### src/rtl/pcm_pkg.sv
package pcm_pkg;
    typedef enum logic [1:0] {
        ST_SUP = 2'd0,
        ST_USR = 2'd1,
        ST_IRQ = 2'd2
    } pcm_state_e;

    // Counter slots inside the bank
    localparam int SLOT_IRQ = 0;
    localparam int SLOT_SUP = 1;
    localparam int SLOT_USR = 2;
    localparam int NUM_SLOTS = 3;
endpackage

### src/rtl/pcm_pc_bank.sv
module pcm_pc_bank #(
    parameter int PC_W    = 32,
    parameter int PC_STEP = 4,
    parameter int SLOTS   = 3
) (
    input  logic                        clk,
    input  logic                        rst_n,
    input  logic                        retire_i,
    input  logic [SLOTS-1:0]            active_oh,
    input  logic [SLOTS-1:0]            load_en,
    input  logic [SLOTS-1:0][PC_W-1:0]  load_val,
    output logic [SLOTS-1:0][PC_W-1:0]  pc_q
);
    localparam logic [PC_W-1:0] STEP_L = PC_W'(PC_STEP);

    for (genvar g = 0; g < SLOTS; g++) begin : g_slot
        logic [PC_W-1:0] cnt_q;
        always_ff @(posedge clk) begin
            if (!rst_n)
                cnt_q <= '0;
            else if (load_en[g])
                cnt_q <= load_val[g];
            else if (retire_i && active_oh[g])
                cnt_q <= cnt_q + STEP_L;
        end
        assign pc_q[g] = cnt_q;
    end
endmodule

### src/rtl/pcm_quantum.sv
module pcm_quantum #(
    parameter int Q_W = 16
) (
    input  logic           clk,
    input  logic           rst_n,
    input  logic           load_i,
    input  logic [Q_W-1:0] load_val_i,
    input  logic           dec_i,
    output logic [Q_W-1:0] count_o,
    output logic           last_o,
    output logic           zero_o
);
    logic [Q_W-1:0] cnt_q;

    always_ff @(posedge clk) begin
        if (!rst_n)
            cnt_q <= '0;
        else if (load_i)
            cnt_q <= load_val_i;
        else if (dec_i && cnt_q != '0)
            cnt_q <= cnt_q - 1'b1;
    end

    assign count_o = cnt_q;
    assign last_o  = (cnt_q == Q_W'(1));
    assign zero_o  = (cnt_q == '0);
endmodule

### src/rtl/pcm_irq_hold.sv
module pcm_irq_hold #(
    parameter int VEC_W = 3
) (
    input  logic             clk,
    input  logic             rst_n,
    input  logic             capture_i,
    input  logic             clear_i,
    input  logic [VEC_W-1:0] vec_i,
    output logic             pend_o,
    output logic [VEC_W-1:0] pend_vec_o
);
    always_ff @(posedge clk) begin
        if (!rst_n) begin
            pend_o     <= 1'b0;
            pend_vec_o <= '0;
        end else if (clear_i) begin
            pend_o     <= 1'b0;
        end else if (capture_i && !pend_o) begin
            pend_o     <= 1'b1;
            pend_vec_o <= vec_i;
        end
    end
endmodule

### src/rtl/pc_mode_ctrl.sv
module pc_mode_ctrl
    import pcm_pkg::*;
#(
    parameter int          PC_W      = 32,
    parameter int          Q_W       = 16,
    parameter int          VEC_W     = 3,
    parameter int          PC_STEP   = 4,
    parameter logic [31:0] VEC_BASE  = 32'h100,
    parameter int          VEC_SHIFT = 4
) (
    input  logic             clk,
    input  logic             rst_n,
    input  logic             retire_i,
    input  logic             irq_i,
    input  logic [VEC_W-1:0] irq_vec_i,
    input  logic             switch_i,
    input  logic [Q_W-1:0]   quantum_i,
    input  logic             ret_i,
    input  logic             ret_user_i,
    output logic [PC_W-1:0]  active_pc_o,
    output logic [1:0]       mode_o
);
    localparam logic [PC_W-1:0] BASE_L = PC_W'(VEC_BASE);

    pcm_state_e state_q, state_d;

    logic                             pend_q;
    logic [VEC_W-1:0]                 pend_vec;
    logic [VEC_W-1:0]                 take_vec;
    logic                             take;
    logic [Q_W-1:0]                   q_cnt;
    logic                             q_last, q_zero;
    logic                             q_load, q_dec;
    logic [NUM_SLOTS-1:0]             active_oh;
    logic [NUM_SLOTS-1:0]             load_en;
    logic [NUM_SLOTS-1:0][PC_W-1:0]   load_val;
    logic [NUM_SLOTS-1:0][PC_W-1:0]   pcs;

    // Interrupt acceptance: any context except the handler itself
    assign take     = (state_q != ST_IRQ) && (irq_i || pend_q);
    assign take_vec = pend_q ? pend_vec : irq_vec_i;

    assign q_load = (state_q == ST_SUP) && switch_i && !take;
    assign q_dec  = (state_q == ST_USR) && retire_i;

    always_comb begin
        load_en  = '0;
        load_val = '0;
        load_en[SLOT_USR]  = q_load;
        load_en[SLOT_IRQ]  = take;
        load_val[SLOT_IRQ] = BASE_L + (PC_W'(take_vec) << VEC_SHIFT);
    end

    // Next-state logic
    always_comb begin
        state_d = state_q;
        unique case (state_q)
            ST_SUP: begin
                if (take)
                    state_d = ST_IRQ;
                else if (switch_i && quantum_i != '0)
                    state_d = ST_USR;
            end
            ST_USR: begin
                if (take)
                    state_d = ST_IRQ;
                else if (retire_i && q_last)
                    state_d = ST_SUP;
            end
            ST_IRQ: begin
                if (ret_i)
                    state_d = (ret_user_i && !q_zero) ? ST_USR : ST_SUP;
            end
            default: state_d = ST_SUP;
        endcase
    end

    // State register
    always_ff @(posedge clk) begin
        if (!rst_n)
            state_q <= ST_SUP;
        else
            state_q <= state_d;
    end

    // Outputs
    always_comb begin
        active_oh   = '0;
        active_pc_o = '0;
        unique case (state_q)
            ST_SUP: begin
                active_oh[SLOT_SUP] = 1'b1;
                active_pc_o         = pcs[SLOT_SUP];
            end
            ST_USR: begin
                active_oh[SLOT_USR] = 1'b1;
                active_pc_o         = pcs[SLOT_USR];
            end
            ST_IRQ: begin
                active_oh[SLOT_IRQ] = 1'b1;
                active_pc_o         = pcs[SLOT_IRQ];
            end
            default: begin
                active_oh   = '0;
                active_pc_o = '0;
            end
        endcase
        mode_o = state_q;
    end

    pcm_pc_bank #(
        .PC_W    (PC_W),
        .PC_STEP (PC_STEP),
        .SLOTS   (NUM_SLOTS)
    ) u_bank (
        .clk       (clk),
        .rst_n     (rst_n),
        .retire_i  (retire_i),
        .active_oh (active_oh),
        .load_en   (load_en),
        .load_val  (load_val),
        .pc_q      (pcs)
    );

    pcm_quantum #(
        .Q_W (Q_W)
    ) u_quantum (
        .clk        (clk),
        .rst_n      (rst_n),
        .load_i     (q_load),
        .load_val_i (quantum_i),
        .dec_i      (q_dec),
        .count_o    (q_cnt),
        .last_o     (q_last),
        .zero_o     (q_zero)
    );

    pcm_irq_hold #(
        .VEC_W (VEC_W)
    ) u_hold (
        .clk        (clk),
        .rst_n      (rst_n),
        .capture_i  ((state_q == ST_IRQ) && irq_i),
        .clear_i    (take),
        .vec_i      (irq_vec_i),
        .pend_o     (pend_q),
        .pend_vec_o (pend_vec)
    );
endmodule

### config.mk
export PLATFORM = sky130hd
export DESIGN_NAME = pc_mode_ctrl
export DESIGN_NICKNAME = d
export VERILOG_FILES = /design/src/rtl/pcm_pkg.sv /design/src/rtl/pcm_pc_bank.sv /design/src/rtl/pcm_quantum.sv /design/src/rtl/pcm_irq_hold.sv /design/src/rtl/pc_mode_ctrl.sv
export SDC_FILE = /design/constraint.sdc
export NUM_CORES = 1
export LEC_CHECK = 0
export BUFFER_PORTS_ARGS = -buffer_cell sky130_fd_sc_hd__buf_2
export CAP_MARGIN = 20
export CORE_MARGIN = 2
export CORE_UTILIZATION = 52
export DETAILED_ROUTE_END_ITERATION = 10
export GPL_TIMING_DRIVEN = 1
export PLACE_DENSITY = 0.74
export SYNTH_ARGS = -nofsm -noshare
export SYNTH_HDL_FRONTEND = slang
export SYNTH_SLANG_ARGS = --single-unit
### constraint.sdc
create_clock -name clk -period 2 [get_ports clk]
set_input_delay 0.4 -clock clk [delete_from_list [all_inputs] [get_ports clk]]
set_output_delay 0.4 -clock clk [all_outputs]
set_load 0.1 [all_outputs]
* After elaboration in Yosys (flattened, before gate mapping)
Index checks and enable logic that the tools add are counted.
** Operators by class
- Mux-type cells :: 16
- Reduce and logical (&&, ||, !) cells :: 27
- Add/sub/neg operators :: 5
- Equal/unequal tests :: 7
- Bitwise logic cells :: 2
** Operators with widths (number)
- 32-bit by 3-bit adder with 32-bit output, second input constant :: 3
- 32-bit one-hot mux with 3 select lines :: 1
- 32-bit two-way mux :: 2
- 16-bit two-way mux :: 2
- 16-bit nonzero test :: 2
- 16-bit by 1-bit equality test with 1-bit output, second input constant :: 1
- 16-bit logical NOT :: 1
- 16-bit by 1-bit subtractor with 16-bit output, second input constant :: 1
- 1-bit logical AND :: 13
- 9-bit by 7-bit adder with 10-bit output, first input constant :: 1
- 2-bit two-way mux :: 5
- 3-bit by 2-bit != test with 1-bit output, second input constant :: 2
- 2-bit one-hot mux with 3 select lines :: 1
- 1-bit two-way mux :: 4
- 2-bit != test, second input constant :: 2
- 2-bit nonzero test :: 2
- 2-bit OR reduction :: 2
- 1-bit logical NOT :: 3
- 3-bit two-way mux :: 1
- 3-bit AND reduction :: 1
- 2-bit by 1-bit equality test with 1-bit output, second input constant :: 1
- 2-bit equality test, second input constant :: 1
- 2-bit logical NOT :: 1
- 1-bit inverter :: 2
- 2 further kinds :: 2
** Storage, ports and cells
- Register bits after elaboration :: 118
- Input port bits :: 26
- Logic and storage cells :: 64
- Output and inout bits :: 34

* Depth between registers and ports, before layout
Gate-level depths: netlist (run 1).
- Depth in word-level cells :: 6
- Depth in mapped cells :: 7
- Gate-level depth less buffers :: 7

* Cells and area by module
From an unflattened synthesis (run 1), not the netlist that was laid out.
** Second synthesis, totals
- Cell total of the unflattened synthesis :: 950
- Area, all modules :: 7696.1 um2
** By module, submodules not included
- pcm_pc_bank :: area an instance 5540.3 um2, times used 1, seq. area each 1921.8 um2, cells an instance 675
- pc_mode_ctrl :: area an instance 1037.2 um2, times used 1, seq. area each 40.0 um2, cells an instance 139
- pcm_quantum :: area an instance 955.9 um2, times used 1, seq. area each 320.3 um2, cells an instance 120
- pcm_irq_hold :: area an instance 162.7 um2, times used 1, seq. area each 80.1 um2, cells an instance 16

* Worst setup path before layout (run 1)
OpenSTA, ideal clock, no wires.
- Path kind :: flip-flop to output port
- Start :: reg state_q[1] (netlist: mode_o[1])
- End :: out active_pc_o[10]
- Slack :: -2.572 ns
- Stages on the path, launching flop included :: 6
- Data required time :: 1.600 ns
- Arrival :: 4.172 ns
- Path buffers :: 3
- Cells stage by stage :: dfxtp_1 > buf_2 > buf_2 > buf_1 > mux2i_1 > o21ai_0
** On the way
- Cells in the longest elaborated chain, start to end :: 2
- Elaborated cells between the ends (all ways) :: 4
- Those cells by class :: eq/ne (2); mux (1); reduce/logical (1)
** RTL lines
- from (decl) :: line pc_mode_ctrl.sv:25 : pcm_state_e state_q, state_d;
- from (signal assigned) :: line pc_mode_ctrl.sv:83 : state_q <= state_d;
- 2-bit equality test, or another cell as far along :: line pc_mode_ctrl.sv:90 : unique case (state_q)
- 32-bit one-hot mux with 3 select lines (*) :: line pc_mode_ctrl.sv:90
- to (decl) :: line pc_mode_ctrl.sv:20 : output logic [PC_W-1:0] active_pc_o,
Every way passes the cells marked *; elsewhere a longest branch is shown, timed or not.

* Worst setup path in the final report (run 1)
- Start :: reg state_q[1] (netlist: mode_o[1])
- End :: out active_pc_o[21]
Same word-level chain as after synthesis.

==> key figures, run 1 <==
Critical path
  • Critical Path Fanout Max: 8
  • Startpoint types: register
  • Worst EP required: 1.60 ns
  • Kind of end point of the critical path: primary output
  • Critical path class: reg -> out
  • CP arrival: roughly 1.7 ns
  • R2r worst-path depth: 5

Hold path
  • Worst hold path class: in -> reg
  • Hold path depth: 3

Yosys
  • Most common flop cell mapped by yosys: dfxtp_1
  • Synth Register Bits: around 110
  • Mean Syn Cell Area: 7.90 um2
  • Ys async rst share: 0
  • Post-Syn Instances: roughly 800
  • Post-Syn Area: roughly 6300 um2
  • Yosys warnings: 0
  • Seq/Total Area, Yosys: 0.356
  • Synth unique cells: between 60 and 70
  • Number of flops mapped to enable cells by yosys: 0

Cells and area
  • Final Net Count: between 900 and 1000
  • Finished Core Util: 0.765
  • Most frequent cells in the layout: 106 x dfxtp_1, 91 x nor2_1, 63 x buf_4, 57 x nand2_1, 47 x xnor2_1
  • Commonest non-fill, non-tap cell in the layout: dfxtp_1
  • N_diodes: 0
  • Syn-to-layout area delta: 44.5%
  • Layout cell share with drive strength beyond 1: 0.335

Routing
  • Via count: approximately 6600
  • Antenna viol nets, final: 0
  • Detailed-route vias per instance: 6.29
  • Drt wl/cell: 19.0 um
  • # DRC: 0
  • Drt first pass iters: 5
  • DRT iter0 DRCs: 595
  • Post-Route WL: a little under 20 mm

Placed design
  • PortBufs: 57
  • Detailed Place HPWL: about 13 mm
  • GPL Wtd Cong: roughly 0.89

Die
  • Initial Util: 0.529
  • Die X: ~110 um
  • Die outline height: 114 um
  • I/O Pins: 60
  • Die area: 13000 um2
  • Site row count: 40
  • Core area: 11900 um2

STA
  • Endpoints failing hold: 0
  • Worst setup margin: -0.0731 ns
  • Clock skew: about 0.009 ns
  • Worst-Margin Slew: about 0.70 ns
  • Hold WS: between 0.3 and 0.4 ns
  • Worst slew margin: 0.533
  • Period utilisation layout: 1.04
  • Min Tclk post-route: around 2.1 ns
  • Max-slew violation count: 0
  • Maximum clock frequency: ~480 MHz
  • Setup violators final: 30
  • RSZ-0062 raised after global routing: true

Global route
  • Global-route wire length before repair: approximately 30 mm
  • Vias in the first global route: between 6000 and 7000
  • Pin count of the biggest net entering global routing: 65
  • Gr ovfl total: 0
  • Initial antenna violation count: 0
  • Gr usage total: 0.291

Clocking
  • Cell at the root of the clock tree: clkbuf_16
  • Skew-Pair Late Insertion Delay: 0.36 ns
  • Htree depth: 3
  • Total CTS buffers: 9
  • Clock buffer depth: 2
  • Clock slew at reported path FFs: 0.07 ns
  • CTS Hold Bufs: 0
  • CTS sink cnt: 112
  • CTS tree: built

Power and ir drop
  • PwrDens: 599 nW/um2
  • Leakage: 3.44 nW
  • VDD IR-drop max: 0.000489 V

Run status
  • Status: complete, but fails checks
  • Failing checks: negative setup slack

Job
  • Maximum Capacitance Violations: 0
[report_power, final]
part | total, mW | switching, mW | internal [mW]
combinational | 1.16 | 0.696 | 0.466
sequential | 2.35 | 0.0647 | 2.28
clock | 1.95 | 0.872 | 1.08
[critical path: stages, from the launching register on]
cell and delay (ns):
dfxtp_4 0.37, buf_16 0.15, nor2b_4 0.12, buf_12 0.14
buf_12 0.16, nand2_1 0.10, o21ai_4 0.08, buf_12 0.19
[repair_timing]
| item | in CTS | in global routing |
|---|---|---|
| cloned | 3 | 2 |
| endpoints found under the setup margin | 30 | 86 |
| pin swaps | 4 | 16 |
| buffers inserted | 9 | 6 |
| resized for setup | 43 | 107 |
[logic make-up after synthesis]
kind of cell,share of synthesized area
other,0.000595
adders and majority gates,0.00992
and+or+nand+nor,0.322
buffers and inverters,0.0443
DFF,0.356
muxes,0.0706
xor gates and xnor gates,0.0820
AOI/OAI and AO/OA,0.115
[cell usage after synthesis, drive strengths merged (3+ instances only)]
master   count  area [um2]
o21a         4        30.0
nand2       86         323
nor4        32         259
nand4       30         194
dfxtp      112        2240
xor2        12         105
or4          3        26.3
and3        13        81.3
nand2b       3        18.8
and2         8        50.1
or3         17         106
mux2i       40         400
ha           5        62.6
clkbuf      37         140
buf         12        67.6
o211ai       7        52.6
nand4b       3        26.3
or2          4        25.0
nand3b       4        42.5
a31oi       10        62.6
a2bb2oi      3        26.3
a21oi       29         145
o21ai       49         245
mux2         4        45.0
inv         19        71.3
nand3       48         240
nor2        92         345
xnor2       47         412
nor3        27         135
and4         8        70.1
nor2b        3        18.8
[per-layer routing]
metal,wire (um),up-vias,GRT usage
met5,0,-,0
met4,575,0,0.111
met3,1550,61,0.0519
met2,9860,333,0.500
met1,7840,3144,0.363
li1,-,3037,-
[cell type report]
| type | instances | area, um2 |
|---|---|---|
| repair buffers | 132 | 1500 |
| multi-input cells | 619 | 4790 |
| well taps | 147 | 184 |
| flip-flops and latches | 112 | 2250 |
| fillers | 741 | 2800 |
| inverters | 19 | 71.3 |
| clock buffers | 11 | 264 |
| clock inverters | 5 | 52.6 |
[final timing paths]
check	start	endpoint	slack, ns
max	mode_o[1]	active_pc_o[21]	-0.07
min	irq_vec_i[0]	u_hold.pend_vec_o[0]	0.30
max reg2reg	u_bank.g_slot[0].cnt_q[8]	u_bank.g_slot[0].cnt_q[24]	0
min reg2reg	u_quantum.count_o[1]	u_quantum.count_o[1]	0.49
[metrics by stage]
step	setup TNS, ns	instance area (um2)	setup slack [ns]	cells	total power [mW]
2_1_floorplan	-1.39	6750	-0.0525	799	3.03
3_3_place_gp	0	7880	0.114	1011	3.30
3_5_place_dp	0	7880	0.0340	1011	3.33
4_1_cts	-2.94	8560	-0.133	1039	5.33
5_1_grt	-2.45	9110	-0.0961	1045	5.61
6_report	-1.31	9110	-0.0731	1045	5.46
[registers in the layout (all words and copies together) (netlist names)]
register             count
u_hold.pend_o            1
u_quantum.count_o       16
u_bank.g_slot.cnt_q     90
mode_o                   2
u_hold.pend_vec_o        3
Note: power is estimated with default switching activity, not from simulation.
==> run 2, diff against run 1 <==
--- a/config.mk
+++ b/config.mk
@@ -12,6 +12,7 @@
 export DETAILED_ROUTE_END_ITERATION = 10
 export GPL_TIMING_DRIVEN = 1
 export PLACE_DENSITY = 0.74
+export RECOVER_POWER = 25
 export SYNTH_ARGS = -nofsm -noshare
 export SYNTH_HDL_FRONTEND = slang
 export SYNTH_SLANG_ARGS = --single-unit
==> run 2 against run 1 <==
  * The run still ends with negative setup slack left
  * Largest cell class unchanged
  * Highest routed layer unchanged
  * Maximum frequency about the same
  * Clock power barely moved
  * Total power is 0.16% lower
  * First-iteration DRC count rose by 1.3%
  * Die area is the same
  * Setup slack got worse by 0.0019 ns
  * Combinational power hardly changed
  * Sequential power is essentially flat
  * Worst hold slack worse by 0.00089 ns
  * Global-route usage unchanged
  * Utilization down 0.15 points
  * Cell area down 0.19%
==> key figures, run 2 (same netlist as run 1, synthesis figures left out) <==
Power and ir drop
  • Leakage: about 3.4 nW
  • PwrDens: approximately 600 nW/um2
  • Total Power: roughly 5.4 mW
  • VDD IR-drop max: slightly below 0.0005 V

Critical path
  • Max stage delay on crit path: roughly 0.37 ns
  • Critical Path Stages: 7
  • Crit-path most repeated cell: buf_12
  • Critical path buffer and inverter count: 4
  • CP arrival: 1.67 ns
  • Slowest CP cell: dfxtp_4
  • Critical path class: reg -> out
  • Kind of end point of the critical path: primary output
  • Startpoint types: register
  • Worst EP required: ~1.6 ns
  • R2r worst-path depth: 5
  • Worst path cell trace: buf_16, nor2b_4, buf_12, buf_12, nand2_1, o21ai_4, buf_12
  • Top cell family by delay on the critical path: buffers and inverters
  • Critical Path Fanout Max: 8

Die
  • Initial Util: 0.529
  • Core area: 11900 um2
  • Die X: 114 um
  • I/O Pins: 60
  • Die outline height: 114 um
  • Die area: roughly 13000 um2
  • Site row count: 40

Routing
  • Detailed-route vias per instance: approximately 6.3
  • Via count: between 6000 and 7000
  • Drt first pass iters: 5
  • Post-Route WL: about 20 mm
  • DRT iter0 DRCs: between 600 and 700
  • # DRC: 0
  • Antenna viol nets, final: 0
  • Drt wl/cell: ~19 um

STA
  • RSZ-0062 raised after global routing: true
  • Max-slew violation count: 0
  • Worst setup margin: -0.0749 ns
  • Worst slew margin: 0.0789
  • Clock skew: 0.00862 ns
  • Final setup TNS: -1.36 ns
  • Worst-Margin Slew: between 1 and 1.5 ns
  • Hold WS: 0.304 ns
  • Endpoints failing hold: 0
  • Maximum clock frequency: around 480 MHz
  • Setup violators final: 31
  • Min Tclk post-route: between 2 and 2.5 ns
  • Period utilisation layout: 1.04

Clocking
  • Clock buffer depth: 2
  • CTS sink cnt: around 110
  • Clock slew at reported path FFs: around 0.08 ns
  • Htree depth: 3
  • CTS tree: built
  • Total CTS buffers: 9
  • Skew-Pair Late Insertion Delay: about 0.36 ns
  • CTS Hold Bufs: 0
  • Cell at the root of the clock tree: clkbuf_16

Cells and area
  • N_diodes: 0
  • Biggest register: u_bank.g_slot.cnt_q
  • Most frequent cells in the layout: 106 x dfxtp_1, 91 x nor2_1, 61 x buf_4, 57 x nand2_1, 47 x xnor2_1
  • Fill cells: ~740
  • Commonest non-fill, non-tap cell in the layout: dfxtp_1
  • Layout cell share with drive strength beyond 1: 0.334
  • Max reg flops: 90
  • Syn-to-layout area delta: 44.3%
  • Finished Core Util: 0.764
  • Final Net Count: a little over 900

Placed design
  • PortBufs: 57
  • GPL Wtd Cong: roughly 0.89
  • Place WS: between 0.03 and 0.04 ns
  • Detailed Place HPWL: between 10 and 15 mm

Run status
  • Failing checks: negative setup slack
  • Status: complete, but fails checks

Hold path
  • Worst hold path class: in -> reg
  • Hold path depth: 3

Global route
  • Vias in the first global route: slightly above 6000
  • Gr usage total: 0.291
  • Pin count of the biggest net entering global routing: between 60 and 70
  • Global-route wire length before repair: 30.4 mm
  • Gr ovfl total: 0
  • Initial antenna violation count: 0

Job
  • Maximum Capacitance Violations: 0
## run 2: changes by cell type in the layout (fill, tap and decap cells not counted), sizes merged
cell	change
clkbuf	+4
buf	-4
## run 2: per-layer routing
| layer | share of wire | GRT usage | routed length, um |
|---|---|---|---|
| met5 | 0 | 0 | 0 |
| met2 | 0.50 | 0.500 | 9850 |
| met4 | 0.029 | 0.111 | 570 |
| met1 | 0.40 | 0.363 | 7890 |
| met3 | 0.078 | 0.0519 | 1540 |
## run 2: worst reg2reg max path: stages (launching register included)
cell and delay (ns):
dfxtp_2 0.42, nand4_4 0.19, or4_4 0.71, nor3_1 0.34, xnor2_1 0.17, nor2_1 0.06
## run 2: power by group
group          switching (mW)  total [mW]  internal (mW)
clock network           0.870        1.95           1.08
logic                   0.696        1.15          0.459
registers              0.0645        2.35           2.28
total                    1.63        5.45           3.82
## run 2: layout make-up
| cell class | instances | area [um2] | share of cell area |
|---|---|---|---|
| Multi-Input combinational cell | 619 | 4790 | 0.526 |
| Clock buffer | 11 | 264 | 0.0290 |
| Inverter | 19 | 71.3 | 0.00784 |
| Clock inverter | 5 | 52.6 | 0.00578 |
| Sequential cell | 112 | 2250 | 0.248 |
| Timing Repair Buffer | 132 | 1480 | 0.163 |
| Tap cell | 147 | 184 | 0.0202 |
## run 2: path summary, 6_finish.rpt
kind / start / end / slack, ns
max reg2reg: u_bank.g_slot[2].cnt_q[12] / u_bank.g_slot[2].cnt_q[25] / 0
min reg2reg: u_quantum.count_o[1] / u_quantum.count_o[1] / 0.49
min: irq_vec_i[0] / u_hold.pend_vec_o[0] / 0.30
max: mode_o[1] / active_pc_o[21] / -0.07
## run 2: per-stage QoR
step,instances,cell area (um2)
global placement,1011,7880
floorplan,799,6750
detailed placement,1011,7880
CTS,1039,8560
finish,1045,9090
global route,1045,9090
## run 2: what timing repair did
action                                  4_1_cts  5_1_grt
setup buffers                                 9        6
pin swaps                                     4       16
gates resized for setup                      43      107
cloned                                        3        2
endpoints found under the setup margin       30       86
hold endpoints to repair                      0        0
==> run 3, diff against run 2 <==
--- a/config.mk
+++ b/config.mk
@@ -11,8 +11,9 @@
 export CORE_UTILIZATION = 52
 export DETAILED_ROUTE_END_ITERATION = 10
 export GPL_TIMING_DRIVEN = 1
-export PLACE_DENSITY = 0.74
+export PLACE_DENSITY = 0.73
 export RECOVER_POWER = 25
 export SYNTH_ARGS = -nofsm -noshare
 export SYNTH_HDL_FRONTEND = slang
+export SYNTH_HIERARCHICAL = 1
 export SYNTH_SLANG_ARGS = --single-unit
==> run 3 against run 2 <==
  * The flow still finishes with violations (negative setup slack)
  * Critical path type unchanged
  * Cell area rose by 27%
  * Synthesized cell count rose by 19%
  * Critical endpoint is now active_pc_o[22]
  * Largest power group is now the clock network
  * Sequential power rose by 19%
  * Register-to-register slack got worse by 0.10 ns
  * Via count rose by 34%
  * Wire length rose by 35%
==> key figures, run 3 <==
Cells and area
  • Cell Count, Final, Fillers Out: between 1000 and 1500
  • Max reg flops: between 90 and 100
  • Finished Cell Area: around 12000 um2
  • Most frequent cells in the layout: 144 x buf_4, 108 x dfxtp_1, 96 x conb_1, 89 x o21ai_0, 64 x nand2_1
  • Commonest non-fill, non-tap cell in the layout: buf_4
  • Biggest register: u_bank/g_slot.cnt_q
  • Syn-to-layout area delta: 49.6%
  • Finished Core Util: 0.795
  • Fill cells: around 900
  • Layout cell share with drive strength beyond 1: 0.316
  • Final Net Count: approximately 1300
  • N_diodes: 0

Routing
  • Antenna viol nets, final: 0
  • Drt wl/cell: 18.8 um
  • # DRC: 0
  • Via count: 8806
  • Met1 Wirelength: about 11 mm
  • WL met2: between 10 and 15 mm
  • Post-Route WL: about 27 mm
  • Drt first pass iters: 7
  • DRT iter0 DRCs: 1069
  • Detailed-route vias per instance: ~6
  • Met3 wire length: between 2 and 2.5 mm
  • DR top layer: met4

Global route
  • Gr ovfl total: 0
  • Gr usage total: 0.320
  • Pin count of the biggest net entering global routing: 73
  • Global-route wire length before repair: between 40 and 50 mm
  • Vias in the first global route: slightly above 8000
  • Initial antenna violation count: 0

Yosys
  • Seq/Total Area, Yosys: 0.307
  • Post-Syn Area: about 7700 um2
  • Area contributors post-synth: dfxtp_1 31%, o21ai_0 6.0%, mux2i_1 5.7%
  • Number of flops mapped to enable cells by yosys: 0
  • Synth Register Bits: roughly 120
  • Yosys warnings: 6
  • Post-Syn Instances: 950
  • Yosys top cell area share: 0.307
  • Synth area leader: dfxtp_1
  • Most common flop cell mapped by yosys: dfxtp_1
  • Ys async rst share: 0
  • Mean Syn Cell Area: a little over 8 um2
  • Commonest cells in the netlist: 118 x dfxtp_1, 93 x o21ai_0, 79 x nand2_1
  • Most common cell in the netlist: dfxtp_1
  • Synth unique cells: 75

Critical path
  • R2r worst-path depth: 6
  • Reg2Reg Setup Slack: -0.10 ns
  • Worst EP required: approximately 1.6 ns
  • End of the worst register-to-register path: u_bank/g_slot[2].cnt_q[28]
  • Crit path to: active_pc_o[22]
  • Critical path class: reg -> out
  • Setup crit start: mode_o[1]
  • Reg2reg start: mode_o[1]
  • Startpoint types: register
  • CP arrival: 1.78 ns
  • Critical Path Fanout Max: 6
  • Kind of end point of the critical path: primary output

Power and ir drop
  • Clock network fraction of total power: 0.363
  • Internal power consumption: approximately 5.7 mW
  • NetSw: slightly below 3 mW
  • Gate power share: 0.315
  • Part of the power in registers: 0.322
  • PwrDens: 753 nW/um2
  • Total Power: roughly 8.7 mW
  • VDD IR-drop max: 0.000709 V
  • Leakage: approximately 4.5 nW
  • Switch share: 0.341

STA
  • Endpoints failing hold: 0
  • Maximum clock frequency: between 400 and 500 MHz
  • Worst slew margin: 0.0805
  • Hold WS: about 0.23 ns
  • Max-slew violation count: 0
  • Period utilisation layout: 1.09
  • Worst-Margin Slew: around 1.4 ns
  • Min Tclk post-route: 2.18 ns
  • Final setup TNS: -3.68 ns
  • Setup violators final: 39
  • Worst setup margin: -0.180 ns
  • Clock skew: approximately 0.009 ns
  • RSZ-0062 raised after global routing: true

Placed design
  • PortBufs: 59
  • GPL Wtd Cong: around 0.91
  • Detailed Place HPWL: ~17 mm
  • Placed cell count: 1372
  • Place WS: -0.0391 ns
  • Post-DP Area: 10300 um2

Die
  • Die X: around 130 um
  • Initial Util: 0.532
  • Site row count: 44
  • Die outline height: around 130 um
  • Die area: 15800 um2
  • I/O Pins: 60
  • Core area: 14500 um2

Clocking
  • CTS Hold Bufs: 0
  • Total CTS buffers: 17
  • Cell at the root of the clock tree: clkbuf_16
  • Htree depth: 4
  • CTS sink cnt: 118
  • CTS tree: built
  • Skew-Pair Late Insertion Delay: between 0.4 and 0.5 ns
  • Clock buffer depth: 2
  • Clock slew at reported path FFs: approximately 0.06 ns

Job
  • Maximum Capacitance Violations: 0

Run status
  • Failing checks: negative setup slack
  • Status: complete, but fails checks

Hold path
  • Worst hold path class: in -> reg
## run 3: metal layers
metal | vias to the layer above | global-route usage
met5 | - | 0
met4 | 0 | 0.159
met3 | 102 | 0.0667
met2 | 470 | 0.514
met1 | 4160 | 0.409
li1 | 4074 | -
## run 3: cell type report
class	instances	area [um2]	share of cell area
timing repair buffer	228	2280	0.198
multi-input combinational	847	5960	0.518
sequential	118	2380	0.207
clock buffer	24	512	0.0445
clock inverter	8	93.8	0.00815
tap	184	230	0.0200
inverter	15	58.8	0.00511
## run 3: worst min path at each step
stage	to	cells past startpoint	from
2_1_floorplan	u_hold/pend_vec_o[0]	2	u_hold/pend_vec_o[0]
3_3_place_gp	u_hold/pend_vec_o[1]	2	u_hold/pend_vec_o[1]
3_5_place_dp	u_hold/pend_vec_o[1]	2	u_hold/pend_vec_o[1]
4_1_cts	u_quantum/count_o[1]	3	quantum_i[1]
5_1_grt	u_quantum/count_o[1]	3	quantum_i[1]
6_report	u_hold/pend_vec_o[1]	3	irq_vec_i[1]
## run 3: power groups by stage
stage / combinational, mW / clock (mW) / sequential (mW)
detailed placement: 2.47 / 0 / 2.80
CTS: 2.61 / 3.16 / 2.77
global route: 2.86 / 3.27 / 2.81
global placement: 2.43 / 0 / 2.79
finish: 2.73 / 3.15 / 2.79
floorplan: 1.53 / 0 / 2.81
## run 3: what timing repair did
action                                  4_1_cts  5_1_grt
buffers inserted                             11        7
resized for setup                            42       51
cloned                                        4        2
endpoints found under the setup margin       36       64
pin swaps                                     3       29
## run 3: cell families after synthesis
| logic type | Yosys count | share of synthesized area |
|---|---|---|
| fa+ha+maj | 5 | 0.00813 |
| mux | 47 | 0.0616 |
| simple gates | 392 | 0.304 |
| flops | 118 | 0.307 |
| buf+inv | 79 | 0.0504 |
| compound gates | 262 | 0.217 |
| other cells | 2 | 0.000976 |
| xor+xnor | 45 | 0.0512 |
## run 3: critical path, cell delays in order, from the launching register on
cell and delay [ns]:
dfxtp_4 0.38, nor2b_4 0.23, buf_6 0.18, buf_16 0.12
nand2_1 0.12, o21ai_4 0.11, buf_12 0.20
